**config.mk**
```make
export PLATFORM = sky130hd
export DESIGN_NAME = spimem_cmd_engine
export DESIGN_NICKNAME = d
export VERILOG_FILES = /design/src/rtl/spimem_pkg.sv /design/src/rtl/spimem_sync.sv /design/src/rtl/spimem_hold.sv /design/src/rtl/spimem_txsr.sv /design/src/rtl/spimem_cmd_engine.sv
export SDC_FILE = /design/constraint.sdc
export NUM_CORES = 1
export LEC_CHECK = 0
export ABC_AREA = 1
export BUFFER_PORTS_ARGS = -buffer_cell sky130_fd_sc_hd__clkbuf_2
export CAP_MARGIN = 20
export CORE_MARGIN = 5
export CORE_UTILIZATION = 45
export DETAILED_ROUTE_END_ITERATION = 8
export PLACE_DENSITY = 0.77
export SYNTH_ARGS = -nofsm -noshare
export SYNTH_HDL_FRONTEND = slang
export SYNTH_SLANG_ARGS = --single-unit
```
**constraint.sdc**
```tcl
create_clock -name clk -period 4.4 [get_ports clk]
set_input_delay 0.44 -clock clk [delete_from_list [all_inputs] [get_ports clk]]
set_output_delay 0.44 -clock clk [all_outputs]
set_load 0.005 [all_outputs]
```
**src/rtl/spimem_pkg.sv**
```systemverilog
`timescale 1ns/1ps
package spimem_pkg;
    localparam int ARRAY_AW = 14;
    localparam int PAGE_AW  = 5;

    typedef enum logic [2:0] {
        ST_IDLE, ST_OPC, ST_ADDR, ST_RDAT, ST_RSR, ST_WDAT, ST_WSR, ST_IGN
    } eng_state_e;

    typedef enum logic [2:0] {
        OP_SETWE, OP_CLRWE, OP_RDST, OP_WRST, OP_RDARR, OP_WRARR, OP_NONE
    } opcode_e;

    // Upper nibble must be zero; bit 3 is ignored.
    function automatic opcode_e decode_op(input logic [7:0] b);
        opcode_e r;
        r = OP_NONE;
        if (b[7:4] == 4'h0) begin
            case (b[2:0])
                3'b110:  r = OP_SETWE;
                3'b100:  r = OP_CLRWE;
                3'b101:  r = OP_RDST;
                3'b001:  r = OP_WRST;
                3'b011:  r = OP_RDARR;
                3'b010:  r = OP_WRARR;
                default: r = OP_NONE;
            endcase
        end
        return r;
    endfunction
endpackage

```
**src/rtl/spimem_sync.sv**
```systemverilog
`timescale 1ns/1ps
module spimem_sync #(
    parameter int W = 4,
    parameter int STAGES = 2,
    parameter logic [W-1:0] RST_VAL = '0
) (
    input  logic         clk,
    input  logic         rst,
    input  logic [W-1:0] d,
    output logic [W-1:0] q
);
    logic [W-1:0] pipe [STAGES];

    always_ff @(posedge clk) begin
        if (rst) begin
            for (int i = 0; i < STAGES; i++) pipe[i] <= RST_VAL;
        end else begin
            pipe[0] <= d;
            for (int i = 1; i < STAGES; i++) pipe[i] <= pipe[i-1];
        end
    end

    assign q = pipe[STAGES-1];
endmodule

```
**src/rtl/spimem_hold.sv**
```systemverilog
`timescale 1ns/1ps
module spimem_hold (
    input  logic clk,
    input  logic rst,
    input  logic desel,
    input  logic clk_lvl,
    input  logic pause_n_lvl,
    output logic paused
);
    always_ff @(posedge clk) begin
        if (rst)           paused <= 1'b0;
        else if (desel)    paused <= 1'b0;
        else if (!clk_lvl) paused <= !pause_n_lvl;
    end


    hold_change_chk: assert property (@(posedge clk) disable iff (rst)
        (paused != $past(paused)) |-> ($past(desel) || !$past(clk_lvl)));
endmodule

```
**src/rtl/spimem_txsr.sv**
```systemverilog
`timescale 1ns/1ps
module spimem_txsr #(
    parameter int DW = 8
) (
    input  logic          clk,
    input  logic          rst,
    input  logic          load,
    input  logic [DW-1:0] load_val,
    input  logic          shift,
    output logic          bit_out
);
    logic [DW-1:0] sr;

    always_ff @(posedge clk) begin
        if (rst) begin
            sr      <= '0;
            bit_out <= 1'b0;
        end else if (load) begin
            sr <= load_val;
        end else if (shift) begin
            bit_out <= sr[DW-1];
            sr      <= {sr[DW-2:0], 1'b0};
        end
    end
endmodule

```
**src/rtl/spimem_cmd_engine.sv**
```systemverilog
`timescale 1ns/1ps
module spimem_cmd_engine
    import spimem_pkg::*;
#(
    parameter int AW = ARRAY_AW,
    parameter int PW = PAGE_AW,
    parameter int SYNC_STAGES = 2
) (
    input  logic          clk,
    input  logic          rst,
    input  logic          spi_clk,
    input  logic          spi_sel_n,
    input  logic          spi_mosi,
    input  logic          pause_n,
    input  logic          wip,
    input  logic [7:0]    status_byte,
    output logic          mem_rd_en,
    output logic [AW-1:0] mem_addr,
    input  logic [7:0]    mem_rd_data,
    output logic          spi_miso_d,
    output logic          spi_miso_oe,
    output logic          we_set,
    output logic          we_clr,
    output logic          wr_vld,
    output logic [AW-1:0] wr_addr,
    output logic [7:0]    wr_data,
    output logic          sr_wr_vld,
    output logic [7:0]    sr_wr_data,
    output logic          frame_end
);
    localparam int HI_W = AW - 8;

    logic [3:0] pins_s;
    logic s_clk, s_desel, s_mosi, s_pause_n, clk_prev, paused;
    logic sck_rise_q, sck_fall_q, byte_done, tx_load, rd_vld, sr_load;
    logic [6:0] rx_sr;
    logic [7:0] rx_byte, tx_val;
    logic [2:0] bit_cnt;
    logic [HI_W-1:0] addr_hi;
    logic [AW-1:0] addr;
    logic addr_phase, is_read;
    eng_state_e state;
    opcode_e op;

    spimem_sync #(.W(4), .STAGES(SYNC_STAGES), .RST_VAL(4'b1010)) u_sync (
        .clk(clk), .rst(rst),
        .d({pause_n, spi_mosi, spi_sel_n, spi_clk}),
        .q(pins_s)
    );
    assign {s_pause_n, s_mosi, s_desel, s_clk} = pins_s;

    spimem_hold u_hold (
        .clk(clk), .rst(rst), .desel(s_desel),
        .clk_lvl(s_clk), .pause_n_lvl(s_pause_n), .paused(paused)
    );

    always_ff @(posedge clk) begin
        if (rst) clk_prev <= 1'b0;
        else     clk_prev <= s_clk;
    end

    always_comb begin
        sck_rise_q = s_clk && !clk_prev && !paused && !s_desel;
        sck_fall_q = !s_clk && clk_prev && !paused && !s_desel;
        rx_byte    = {rx_sr, s_mosi};
        byte_done  = sck_rise_q && (bit_cnt == 3'd7);
        op         = decode_op(rx_byte);
        tx_load    = sr_load || rd_vld;
        tx_val     = sr_load ? status_byte : mem_rd_data;
    end

    spimem_txsr #(.DW(8)) u_tx (
        .clk(clk), .rst(rst), .load(tx_load), .load_val(tx_val),
        .shift(sck_fall_q), .bit_out(spi_miso_d)
    );

    assign mem_addr = addr;

    always_ff @(posedge clk) begin
        if (rst) begin
            state <= ST_IDLE;   bit_cnt <= '0;    rx_sr <= '0;
            addr_hi <= '0;      addr <= '0;       addr_phase <= 1'b0;
            is_read <= 1'b0;    spi_miso_oe <= 1'b0;
            rd_vld <= 1'b0;     sr_load <= 1'b0;  mem_rd_en <= 1'b0;
            we_set <= 1'b0;     we_clr <= 1'b0;   wr_vld <= 1'b0;
            sr_wr_vld <= 1'b0;  frame_end <= 1'b0;
            wr_addr <= '0;      wr_data <= '0;    sr_wr_data <= '0;
        end else begin
            we_set <= 1'b0;  we_clr <= 1'b0;  wr_vld <= 1'b0;
            sr_wr_vld <= 1'b0;  mem_rd_en <= 1'b0;  frame_end <= 1'b0;
            sr_load <= 1'b0;
            rd_vld <= mem_rd_en;
            spi_miso_oe <= !s_desel && !paused &&
                           (state == ST_RDAT || state == ST_RSR);
            if (s_desel) begin
                frame_end <= (state != ST_IDLE) && (bit_cnt == 3'd0);
                state     <= ST_IDLE;
                bit_cnt   <= '0;
            end else if (state == ST_IDLE) begin
                state      <= ST_OPC;
                bit_cnt    <= '0;
                addr_phase <= 1'b0;
            end else if (sck_rise_q) begin
                rx_sr   <= rx_byte[6:0];
                bit_cnt <= bit_cnt + 3'd1;
                if (byte_done) begin
                    case (state)
                        ST_OPC: begin
                            if (wip && op != OP_RDST) state <= ST_IGN;
                            else begin
                                case (op)
                                    OP_SETWE: begin we_set <= 1'b1; state <= ST_IGN; end
                                    OP_CLRWE: begin we_clr <= 1'b1; state <= ST_IGN; end
                                    OP_RDST:  begin sr_load <= 1'b1; state <= ST_RSR; end
                                    OP_WRST:  state <= ST_WSR;
                                    OP_RDARR: begin is_read <= 1'b1; state <= ST_ADDR; end
                                    OP_WRARR: begin is_read <= 1'b0; state <= ST_ADDR; end
                                    default:  state <= ST_IGN;
                                endcase
                            end
                        end
                        ST_ADDR: begin
                            if (!addr_phase) begin
                                addr_hi    <= rx_byte[HI_W-1:0];
                                addr_phase <= 1'b1;
                            end else begin
                                addr <= {addr_hi, rx_byte};
                                if (is_read) begin
                                    mem_rd_en <= 1'b1;
                                    state     <= ST_RDAT;
                                end else begin
                                    state <= ST_WDAT;
                                end
                            end
                        end
                        ST_RDAT: begin
                            addr      <= addr + AW'(1);
                            mem_rd_en <= 1'b1;
                        end
                        ST_WDAT: begin
                            wr_vld  <= 1'b1;
                            wr_addr <= addr;
                            wr_data <= rx_byte;
                            addr    <= {addr[AW-1:PW], PW'(addr[PW-1:0] + PW'(1))};
                        end
                        ST_WSR: begin
                            sr_wr_vld  <= 1'b1;
                            sr_wr_data <= rx_byte;
                            state      <= ST_IGN;
                        end
                        ST_RSR:  sr_load <= 1'b1;
                        default: ;
                    endcase
                end
            end
        end
    end


    desel_quiet_chk: assert property (@(posedge clk) disable iff (rst)
        (s_desel && $past(s_desel)) |-> !spi_miso_oe);


    pause_quiet_chk: assert property (@(posedge clk) disable iff (rst)
        (paused && $past(paused)) |-> !spi_miso_oe);


    one_strobe_chk: assert property (@(posedge clk) disable iff (rst)
        $onehot0({we_set, we_clr, wr_vld, sr_wr_vld, mem_rd_en, frame_end}));


    busy_filter_chk: assert property (@(posedge clk) disable iff (rst)
        (state == ST_OPC && byte_done && wip && op != OP_RDST) |=> (state == ST_IGN));
endmodule

```
Yosys cells after proc, flatten, opt, wreduce, memory -nomap -nowiden. Memory sizes are Yosys's and may differ from the RTL's. Cells that the tools add are included.

Latch bits: 0. Logic and storage cells: 145. ROM bits: 0. Input port bits: 23. Output and inout port bits: 52. Register bits: 85. Memories: 1. Memory bits (writable): 8.

Memories: u_sync.pipe (depth 2, width 4, read ports 2, clocked after Yosys merged registers in 0, wr ports 2, RTL line spimem_sync.sv:12) `logic [W-1:0] pipe [STAGES];`.

Bitwise logic cells: 11. Eq/ne operators: 21. Div/mod/pow operators: 0. Magnitude comparators: 0. Multiply operators: 0. Shift operators: 0. Reduce and logical (&&, ||, !) cells: 49. Multiplexer cells: 35. $add $sub $neg: 3.

Operators by type and width (count): $pmux W14 S3 (1); $eq A3 B3 Y1 const B (9); $mux W8 (3); $eq A3 B2 Y1 const B (6); $mux W1 (18); $pmux W3 S3 (2); $pmux W3 S6 (1); $add A14 B1 Y14 const B (1); $mux W14 (1); $reduce_and A7 Y1 (2); $mux W3 (4); $reduce_and A4 Y1 (3); $reduce_and A6 Y1 (2); $reduce_bool A2 Y1 (6); $logic_and A1 B1 Y1 (11); $reduce_and A5 Y1 (2); $eq A3 B1 Y1 const B (3); $logic_not A3 Y1 (3); $not A1 Y1 (9); $reduce_bool A3 Y1 (3); $mux W4 (2); $reduce_or A7 Y1 (1); $pmux W1 S2 (3); $reduce_or A2 Y1 (3); 14 further kinds (20).

Depth between registers and ports, before layout. Gate-level depths: netlist of run 1. An unclocked memory read counts as a cell.

Depth in word-level cells: 12. Mapped depth: 10. Depth with buffers taken out: 9.

Modules after synthesis. Synthesis of run 1 repeated with hierarchy kept, for this count alone.

Cells, all modules: 613. Area total of the unflattened synthesis: 4165.2 µm².

Modules (own cells, without submodules): spimem_cmd_engine (area an instance 3435.8 µm², instances 1, cells an instance 514, sequential area each 1501.4 µm²); spimem_txsr (area an instance 432.9 µm², instances 1, cells an instance 63, sequential area each 180.2 µm²); spimem_sync (area an instance 254.0 µm², instances 1, cells an instance 29, sequential area each 160.2 µm²); spimem_hold (area an instance 42.5 µm², instances 1, cells an instance 7, sequential area each 20.0 µm²).

Worst setup path after synthesis of run 1. Ideal clock, no wire load.

Path kind: register to register. From: register bit_cnt[0]. To: register addr[8], in the netlist mem_addr[8]. Data required time: 4285 ps. Path slack: 2868 ps. Period minus slack after synthesis: 1532 ps. Stages on the path, launching flop included: 9. Arrival time: 1417 ps. Setup time: 115 ps. Buffers on the path: 1. Path through: dfxtp_1 -> ha_1 -> ha_1 -> nand3_4 -> nor2_8 -> nand3_4 -> buf_6 -> nor3_2 -> nor2_1.

Cells in the longest elaborated chain, start to end: 3.

RTL lines: from (decl) (RTL line spimem_cmd_engine.sv:38) `logic [2:0] bit_cnt;`; from (signal assigned) (RTL line spimem_cmd_engine.sv:105) `bit_cnt <= bit_cnt + 3'd1;`; $eq A3 B3 Y1 (RTL line spimem_cmd_engine.sv:66) `byte_done = sck_rise_q && (bit_cnt == 3'd7);`; $logic_and A1 B1 Y1 (RTL line spimem_cmd_engine.sv:66); $reduce_and A7 Y1 (no line); to (signal assigned) (RTL line spimem_cmd_engine.sv:127) `addr <= {addr_hi, rx_byte};`; to (signal assigned) (RTL line spimem_cmd_engine.sv:137) `addr <= addr + AW'(1);`; to (signal assigned) (RTL line spimem_cmd_engine.sv:144) `addr <= {addr[AW-1:PW], PW'(addr[PW-1:0] + PW'(1))};`; to (decl) (RTL line spimem_cmd_engine.sv:40) `logic [AW-1:0] addr;`.

Every way passes these cells. A chain may end at the register's enable or synchronous reset.

Worst setup path in the final report of run 1.
From: register state[1]. To: register addr[4], in the netlist mem_addr[4].

Cells in the longest elaborated chain, start to end: 3. Elaborated cells on any way between the ends: 9. Those cells by class: eq/ne: 4; mux: 1; bitwise: 1; reduce/logical: 3.

RTL lines: from (decl) (RTL line spimem_cmd_engine.sv:42) `eng_state_e state;`; from (signal assigned) (RTL line spimem_cmd_engine.sv:81) `state <= ST_IDLE; bit_cnt <= '0; rx_sr <= '0;`; from (signal assigned) (RTL line spimem_cmd_engine.sv:97) `state <= ST_IDLE;`; from (signal assigned) (RTL line spimem_cmd_engine.sv:100) `state <= ST_OPC;`; $eq A3 B2 Y1 (tied with other cells) (RTL line spimem_cmd_engine.sv:107) `case (state)`; $ne A2 B2 Y1 (no line) (tied with other cells); $reduce_and A6 Y1 (no line).

Several ways; a longest one is shown, not always the timed one.

==> results of run 1 <==
[placed cells by master, fill, tap and decap left out, drive strengths merged]
cell      Yosys  layout
nor2         88      88
clkbuf        8      84
nor4          2       2
a31oi         7       7
nand4        10      10
inv          56      56
clkinvlp      0       1
nor3          7       7
xor2          1       1
dfxtp        93      93
buf          13       1
a21oi        61      61
or2           5       5
nand2       103     103
clkinv        0       4
ha            4       4
a22oi         8       8
a211oi        1       1
o21ai        63      63
nand3        25      25
[cells by family (layout without fill, tap and decap cells)]
family	after synthesis	in the layout
compound gates	140	140
flops	93	93
simple gates	240	240
xor+xnor	1	1
buf+inv	77	146
fa+ha+maj	4	4
[report_power, final]
part	leakage (uW)	internal (uW)	switching [uW]
logic	0.00126	13.8	23.1
clock network	0.0000823	204	294
registers	0.000751	845	3.06
total	0.00209	1060	320
[worst max path at each step]
stage	cells past startpoint	to	slack, ns	start
finish	8	mem_addr[4]	2.33	state[1]
global route	8	mem_addr[4]	2.17	state[0]
CTS	8	mem_addr[4]	2.36	state[0]
detailed placement	7	we_set	2.10	rst
global placement	7	we_clr	2.22	rst
floorplan	8	mem_addr[8]	2.87	bit_cnt[0]
[stage by stage]
stage / utilization, % / power, uW
after floorplan: - / 890.0
after global placement: 49.67 / 903.8
after detailed placement: 49.67 / 904.7
after CTS: 51.50 / 1397
after global routing: 51.50 / 1436
final: 51.50 / 1383
[registers in the layout (all words and copies together) (netlist names), 3 cells and up]
signal       cells
state            3
wr_addr         14
sr_wr_data       8
wr_data          8
u_tx.sr          8
rx_sr            7
bit_cnt          3
mem_addr        14
u_sync.pipe      8
addr_hi          6
[worst max-delay path, delay by kind of cell, from the launching register on]
family / cells / cell delay (ns)
AOI/OAI and AO/OA: 1 / 0.10
and+or+nand+nor: 6 / 1.17
DFF: 1 / 0.56
buffers and inverters: 1 / 0.19
[metal layers]
metal,part of all wire (%),track usage (%),wire length [um],vias up
li1,-,-,-,1949
met1,44,21.74,4254,1732
met2,47,29.83,4550,133
met3,7.6,4.432,730,13
met4,1.2,3.885,111,0
met5,0,0,0,-
[cell type report]
class / instances / area [um2] / share of cell area [%]
inverter: 56 / 215.2 / 4.588
tap: 111 / 138.9 / 2.961
multi-input combinational: 385 / 1931 / 41.16
sequential: 93 / 1862 / 39.69
timing repair buffer: 75 / 377.9 / 8.055
clock buffer: 10 / 127.6 / 2.721
clock inverter: 5 / 38.79 / 0.8269
==> results.sh, run 1 <==
export IMPL_rows=35
export IMPL_fin_nets=647
export IMPL_cp_required_ns=4.70
export IMPL_crit_path_start_kind="flop"
export IMPL_ys_ff_latch=93
export IMPL_synth_area_per_cell_um2=7.455
export IMPL_via_per_inst=5.207
export IMPL_wl_um=9647
export IMPL_grt_first_pass_wirelength_um=16150
export IMPL_path_max_fanout=12
export IMPL_synth_edf_count=0
export IMPL_die_h_um=105.9
export IMPL_synth_cell_types=32
export IMPL_dpl_hpwl_um=7038
export IMPL_drv_cap=0
export IMPL_pin_count=75
export IMPL_rrSetupSlack_ns=2.33
export IMPL_clk_pin_slew_ns=0.10
export IMPL_p_leak_uw=0.002093
export IMPL_fmax_ghz=0.4835
export IMPL_synthFlopType="dfxtp_1"
export IMPL_cts_made_buffers=9
export IMPL_worstPathArrival_ns=2.37
export IMPL_yosys_top_cells_area="dfxtp_1 45%, nand2_1 8.9%, a21oi_1 7.4%"
export IMPL_grt_max_degree=66
export IMPL_cts_resized=0
export IMPL_netlist_top_cells_count="98 x nand2_1, 93 x dfxtp_1, 80 x nor2_1"
export IMPL_reg2reg_depth=8
export IMPL_synth_top_family_by_area="simple AND/OR/NAND/NOR gates"
export IMPL_crit_path_frequent_cell="nor2_1"
export IMPL_routedWlPerCell_um=13.13
export IMPL_core_um2=9109
export IMPL_fin_setup_tns_ns=0
export IMPL_port_buffers=74
export IMPL_synth_simple_area_share_pct=27.55
export IMPL_grt_pass1_vias=3526
export IMPL_htreeDepth=3
export IMPL_yosys_area_top_type_share_pct=45.00
export IMPL_num_vias=3827
export IMPL_slew_headroom_pct=48.71
export IMPL_hold_end="u_sync.pipe[0][1]"
export IMPL_synth_compound_area_share_pct=17.69
export IMPL_drc=0
export IMPL_synthXorXnorAreaFrac_pct=0.2117
export IMPL_hold_viol=0
export IMPL_fill_cells=876
export IMPL_ys_warn_count=0
export IMPL_fin_area_um2=4691
export IMPL_hold_path_class="primary input to flop"
export IMPL_clockRootBuffer="clkbuf_8"
export IMPL_drt_iter0_markers=280
export IMPL_ir_drop_v=0.0001864
export IMPL_period_minus_slack_ns=2.068
export IMPL_die_area_um2=11210
export IMPL_finalClockSkew_ns=0.01519
export IMPL_cpMaxStageDelayCell="nor2_1"
export IMPL_path_cells="nand2_1, nor2_1, inv_2, nand2_2, nand3_1, o21ai_0, nor2_1, nor2_1"
export IMPL_synth_fa_ha_area_share_pct=1.210
export IMPL_cts_tree="yes"
export IMPL_grt_setup_unrepaired="false"
export IMPL_fin_crit_sh_pct=47.01
export IMPL_fp_dieW_um=105.9
export IMPL_min_path_cells=2
export IMPL_synthToLayoutAreaGrowth_pct=13.37
export IMPL_clk_latency_ns=0.36
export IMPL_tightest_slew_ns=0.7665
export IMPL_first_pass_iters=5
export IMPL_drive_gt1_share_pct=18.91
export IMPL_synth_async_reset_ratio_pct=0
export IMPL_dpl_worst_slack_ns=2.103
export IMPL_crit_type="flop to flop"
export IMPL_slew_viol_final=0
export IMPL_synth_area_leader_cell="dfxtp_1"
export IMPL_critPathCaptureType="flop"
export IMPL_dp_cells=720
export IMPL_synthesis_nets=582
export IMPL_min_delay_start="spi_sel_n"
export IMPL_grt_overflow=0
export IMPL_cts_buffer_depth=2
export IMPL_cts_hold_buf=0
export IMPL_cpPeakStageDelay_ns=0.60
export IMPL_start_util_pct=45.43
export IMPL_synth_cells=555
export IMPL_status="complete, no violations"
export IMPL_power_density_nw_per_um2=294.9
export IMPL_synthMuxAreaShare_pct=0
export IMPL_antenna_found_initial=0
export IMPL_antenna_left=0
export IMPL_grt_use_total_pct=17.28
export IMPL_r2r_start="state[1]"
export IMPL_final_cells=735
export IMPL_worst_slack_ns=2.332
export IMPL_clock_sinks=93
export IMPL_yosysMostFrequentCell="nand2_1"
export IMPL_hold_ws_ns=0.2633
export IMPL_ys_seq_area_share_pct=45.00
export IMPL_diodes=0
export IMPL_setup_viol=0
export IMPL_gp_congestion=0.9197
export IMPL_postPlaceCellArea_um2=4524
export IMPL_r2r_end="mem_addr[4]"
export IMPL_post_cts_buffers=0
export IMPL_synth_cell_area_um2=4138
Note: power is estimated with default switching activity, not from simulation.
==> run 2, diff against run 1 <==
- PLACE_DENSITY: 0.77 -> 0.79
- clock period: 4.4 -> 1.84 ns (I/O delays scaled with it)
==> results.sh, run 2 (synthesis gave the netlist of run 1 again) <==
export IMPL_dpl_worst_slack_ns=0.1589
export IMPL_fmax_ghz=0.5924
export IMPL_slew_viol_final=0
export IMPL_fill_cells=874
export IMPL_num_vias=3893
export IMPL_drv_cap=0
export IMPL_cts_tree="yes"
export IMPL_fin_nets=656
export IMPL_fin_util_pct=52.65
export IMPL_antenna_found_initial=0
export IMPL_grt_overflow=0
export IMPL_fin_setup_tns_ns=0
export IMPL_hold_ws_ns=0.01285
export IMPL_pin_count=75
export IMPL_gp_congestion=1.010
export IMPL_port_buffers=74
export IMPL_p_leak_uw=0.002138
export IMPL_grt_first_pass_wirelength_um=17080
export IMPL_die_area_um2=11210
export IMPL_grt_use_total_pct=18.40
export IMPL_clk_pin_slew_ns=0.09
export IMPL_drc=0
export IMPL_postPlaceCellArea_um2=4594
export IMPL_path_max_fanout=13
export IMPL_grt_max_degree=61
export IMPL_setup_viol=0
export IMPL_routedWlPerCell_um=13.46
export IMPL_wl_um=10020
export IMPL_fp_dieW_um=105.9
export IMPL_rows=35
export IMPL_clk_latency_ns=0.36
export IMPL_cts_made_buffers=9
export IMPL_clock_sinks=93
export IMPL_cpPeakStageDelay_ns=0.35
export IMPL_cts_buffer_depth=2
export IMPL_clockRootBuffer="clkbuf_8"
export IMPL_first_pass_iters=5
export IMPL_start_util_pct=45.43
export IMPL_fin_area_um2=4796
export IMPL_regArea_um2=1862
export IMPL_drt_iter0_markers=277
export IMPL_critPathCaptureType="flop"
export IMPL_diodes=0
export IMPL_cpMaxStageDelayCell="dfxtp_1"
export IMPL_dpl_hpwl_um=7290
export IMPL_finalClockSkew_ns=0.01042
export IMPL_period_minus_slack_ns=1.688
export IMPL_slew_headroom_pct=69.68
export IMPL_worst_slack_ns=0.1521
export IMPL_fin_crit_sh_pct=91.74
export IMPL_crit_type="flop to flop"
export IMPL_cp_required_ns=2.10
export IMPL_htreeDepth=3
export IMPL_path_cells="ha_1, ha_1, nand3_4, nor2_8, nand3_4, nor3_2, nor2_1"
export IMPL_grt_setup_unrepaired="false"
export IMPL_via_per_inst=5.233
export IMPL_hold_viol=0
export IMPL_status="complete, no violations"
export IMPL_core_um2=9109
export IMPL_power_density_nw_per_um2=695.6
export IMPL_hold_path_class="primary input to flop"
export IMPL_mostFrequentLayoutCell="nand2_1"
export IMPL_grt_pass1_vias=3785
export IMPL_antenna_left=0
export IMPL_tightest_slew_ns=0.4531
export IMPL_multi_input_area_um2=1938
export IMPL_crit_path_start_kind="flop"
export IMPL_ir_drop_v=0.0004486
export IMPL_die_h_um=105.9
export IMPL_synthToLayoutAreaGrowth_pct=15.91
export IMPL_final_cell_mix="98 x nand2_1, 93 x dfxtp_1, 80 x nor2_1"
export IMPL_worstPathArrival_ns=1.95
export IMPL_drive_gt1_share_pct=19.59
==> run 2: metrics by stage <==
stage,std cells,total power [uW]
6_report,744,3336
5_1_grt,744,3458
4_1_cts,744,3356
3_5_place_dp,726,2170
3_3_place_gp,726,2167
2_1_floorplan,555,2128
==> run 2: worst paths after layout <==
check / cells after the start / slack [ns] / startpoint / end
worst max-delay path: 7 / 0.15 / bit_cnt[0] / mem_addr[8]
worst min-delay path: 3 / 0.01 / spi_mosi / u_sync.pipe[0][2]
worst max register to register: 7 / 0.15 / bit_cnt[0] / mem_addr[8]
worst min register to register: 2 / 0.41 / u_sync.pipe[0][0] / u_sync.pipe[0][4]
==> run 2: area by class of cell <==
cell class	instances	area share (%)
clock buffer	10	2.661
clock inverter	5	0.7566
inverter	56	4.487
multi-input combinational	385	40.41
sequential	93	38.82
tap	111	2.896
timing repair buffer	84	9.966
==> run 2: timing repair <==
action                     4_1_cts  5_1_grt
setup buffers                    0        0
hold buffers                     3        0
setup endpoints to repair        0        1
gates resized for setup          0        1
hold endpoints to repair         3        0
==> run 2: critical path: cells and delay by family (launching register included) <==
kind                     cells  cell delay, ns
adder cells (fa/ha/maj)      2            0.37
AND/OR/NAND/NOR              5            0.87
flip-flops                   1            0.35
==> run 2: where the power goes <==
part / switching [uW] / internal [uW]
sequential: 6.88 / 2020
combinational: 58.1 / 41.6
clock: 722 / 487
==> run 2: metal layers <==
metal / track usage, % / up-vias / part of all wire (%)
met5: 0 / - / 0
met1: 22.92 / 1762 / 43
li1: - / 1970 / -
met3: 4.250 / 19 / 6.8
met4: 7.123 / 0 / 1.8
met2: 30.92 / 142 / 48
==> run 3, diff against run 2 <==
- ABC_AREA: 1 -> unset
- CAP_MARGIN: 20 -> unset
- PLACE_DENSITY: 0.79 -> 0.77
- clock period: 1.84 -> 1.85 ns (I/O delays scaled with it)
==> results.sh, run 3 <==
export IMPL_status="finished, violations left"
export IMPL_failed_checks="negative setup slack"
export IMPL_min_path_cells=2
export IMPL_clkPwrFrac_pct=41.2
export IMPL_htreeDepth=3
export IMPL_die_h_um=104.5
export IMPL_synthesis_nets=457
export IMPL_grt_met3_usage_pct=3.662
export IMPL_grt_pass1_vias=3459
export IMPL_critPathTopFamily="simple AND/OR/NAND/NOR gates"
export IMPL_setup_viol=12
export IMPL_wl_um=9921
export IMPL_fin_nets=550
export IMPL_clk_pin_slew_ns=0.09
export IMPL_hold_path_class="primary input to flop"
export IMPL_cp_buffers_inverters=1
export IMPL_slew_headroom_pct=59.96
export IMPL_clockRootBuffer="clkbuf_8"
export IMPL_drv_cap=0
export IMPL_use_met1_pct=23.39
export IMPL_hold_ws_ns=0.007409
export IMPL_cp_required_ns=2.09
export IMPL_cpMaxStageDelayCell="or4_4"
export IMPL_antenna_left=0
export IMPL_top_usage_layer="met2"
export IMPL_gp_congestion=0.9171
export IMPL_reg2reg_depth=6
export IMPL_tightest_slew_ns=0.5974
export IMPL_start_util_pct=46.07
export IMPL_p_sw_uw=767.5
export IMPL_ys_ff_latch=93
export IMPL_clock_sinks=93
export IMPL_period_minus_slack_ns=1.901
export IMPL_path_cells="nor4b_4, buf_4, nand3_4, or4_4, mux2i_1, nor2_1"
export IMPL_pin_count=75
export IMPL_ys_warn_count=0
export IMPL_port_buffers=74
export IMPL_core_um2=8721
export IMPL_fmax_ghz=0.5259
export IMPL_fin_setup_tns_ns=-0.3025
export IMPL_use_met2_pct=29.55
export IMPL_num_vias=3496
export IMPL_dp_cells=616
export IMPL_ys_seq_area_share_pct=46.34
export IMPL_synth_area_per_cell_um2=9.343
export IMPL_synth_async_reset_ratio_pct=0
export IMPL_yosysMostFrequentCell="dfxtp_1"
export IMPL_postPlaceCellArea_um2=4688
export IMPL_power_density_nw_per_um2=717.8
export IMPL_final_cells=636
export IMPL_synth_cell_types=53
export IMPL_seq_power_share_pct=56.2
export IMPL_first_pass_iters=5
export IMPL_p_int_uw=2817
export IMPL_drive_gt1_share_pct=29.92
export IMPL_cpPeakStageDelay_ns=0.58
export IMPL_cts_made_buffers=9
export IMPL_grt_overflow=0
export IMPL_grt_setup_unrepaired="true"
export IMPL_drc=0
export IMPL_final_cell_mix="89 x dfxtp_1, 83 x nor2_1, 74 x clkbuf_2"
export IMPL_ir_drop_v=0.0003627
export IMPL_hold_viol=0
export IMPL_grt_first_pass_wirelength_um=16670
export IMPL_dpl_hpwl_um=6853
export IMPL_grt_use_total_pct=18.08
export IMPL_crit_type="flop to flop"
export IMPL_synthToLayoutAreaGrowth_pct=24.32
export IMPL_fin_area_um2=4995
export IMPL_die_area_um2=10920
export IMPL_drt_iter0_markers=289
export IMPL_slew_viol_final=0
export IMPL_yosys_area_top_type_share_pct=46.34
export IMPL_netlist_top_cells_count="93 x dfxtp_1, 84 x nor2_1, 56 x mux2i_1"
export IMPL_combPwrFrac_pct=2.6
export IMPL_yosys_top_cells_area="dfxtp_1 46%, mux2i_1 14%, nor2_1 7.8%"
export IMPL_crit_path_start_kind="flop"
export IMPL_cts_tree="yes"
export IMPL_diodes=0
export IMPL_worstPathArrival_ns=2.15
export IMPL_grt_max_degree=81
export IMPL_synth_cells=430
export IMPL_p_leak_uw=0.002110
export IMPL_routedWlPerCell_um=15.60
export IMPL_antenna_found_initial=0
export IMPL_synth_edf_count=0
export IMPL_fp_dieW_um=104.5
export IMPL_finalClockSkew_ns=0.008302
export IMPL_rows=34
export IMPL_via_per_inst=5.497
export IMPL_synthFlopType="dfxtp_1"
export IMPL_finalPower_uw=3585
export IMPL_synth_area_leader_cell="dfxtp_1"
export IMPL_cp_num_cells=6
export IMPL_worst_slack_ns=-0.05142
export IMPL_clk_latency_ns=0.36
export IMPL_path_max_fanout=6
export IMPL_fin_crit_sh_pct=102.8
export IMPL_critPathCaptureType="flop"
export IMPL_synth_cell_area_um2=4018
export IMPL_mostFrequentLayoutCell="dfxtp_1"
export IMPL_cts_buffer_depth=2
export IMPL_p_sw_share_pct=21.41
==> run 3: cell count changes after synthesis, sizes merged, moves of 8 or more <==
cell    delta
o21ai     -54
clkbuf    +12
a22oi      -8
inv       -49
nand4      -8
a221oi    +10
a21oi     -48
nand3     -16
nand2     -81
nor3      +12
mux2i     +56
nor2b     +12
==> run 3: worst paths after layout <==
path,start,to,slack (ns)
setup / recovery,u_hold.paused,addr_hi[1],-0.05
hold / removal,spi_sel_n,u_sync.pipe[0][1],0.007
setup reg to reg,u_hold.paused,addr_hi[1],-0.05
hold reg to reg,u_sync.pipe[0][3],u_sync.pipe[0][7],0.42
==> run 3: area by class of cell <==
type                       instances  area (um2)
clock inverter                     7       96.34
timing repair buffer             110       693.2
fill                             783        3726
sequential                        93        1867
multi-input combinational        302        2053
inverter                           7       26.28
clock buffer                       9       123.9
tap                              108       135.1
==> run 3: timing repair <==
action,in CTS,in global routing
hold buffers,1,0
endpoints found under the hold margin,1,0
pin swaps,1,2
resized for setup,1,11
buffers inserted,1,1
cloned,0,1
setup endpoints to repair,2,41
==> run 3: worst reg2reg max path, cell delays in order, from the launching register on <==
cell and delay [ns]:
dfxtp_2 0.35, nor4b_4 0.32, buf_4 0.18, nand3_4 0.10
or4_4 0.58, mux2i_1 0.21, nor2_1 0.06
==> run 3: routing by layer <==
layer  up-vias  wire length (um)
met5         -                 0
met4         0               201
met3        23               636
met2       134              4798
met1      1660              4285
li1       1679                 -
==> run 3: kinds of logic (layout without fill, tap and decap cells) <==
logic type | count (synthesis) | after routing | share of synthesized area, %
flip-flops | 93 | 93 | 46.34
buffers and inverters | 36 | 133 | 4.049
multiplexers | 56 | 56 | 13.95
XOR/XNOR | 9 | 9 | 1.962
AO/OA/AOI/OAI | 50 | 50 | 9.842
adder cells (fa/ha/maj) | 4 | 4 | 1.246
AND/OR/NAND/NOR | 182 | 183 | 22.61
==> run 3: power by group through the flow <==
stage	Sequential, uW	Combinational, uW	Clock [uW]
after global placement	2060	86.6	0
after CTS	2020	90.1	1510
final	2020	91.7	1480
after detailed placement	2060	87.8	0
after floorplan	2060	45.0	0
after global routing	2020	101	1600
==> run 3: stage by stage <==
step	util, %	worst slack [ns]
after floorplan	-	-0.02317
after global placement	53.76	0.05695
after detailed placement	53.76	-0.02562
after CTS	56.56	0.009259
after global routing	57.27	-0.1091
final	57.27	-0.05142
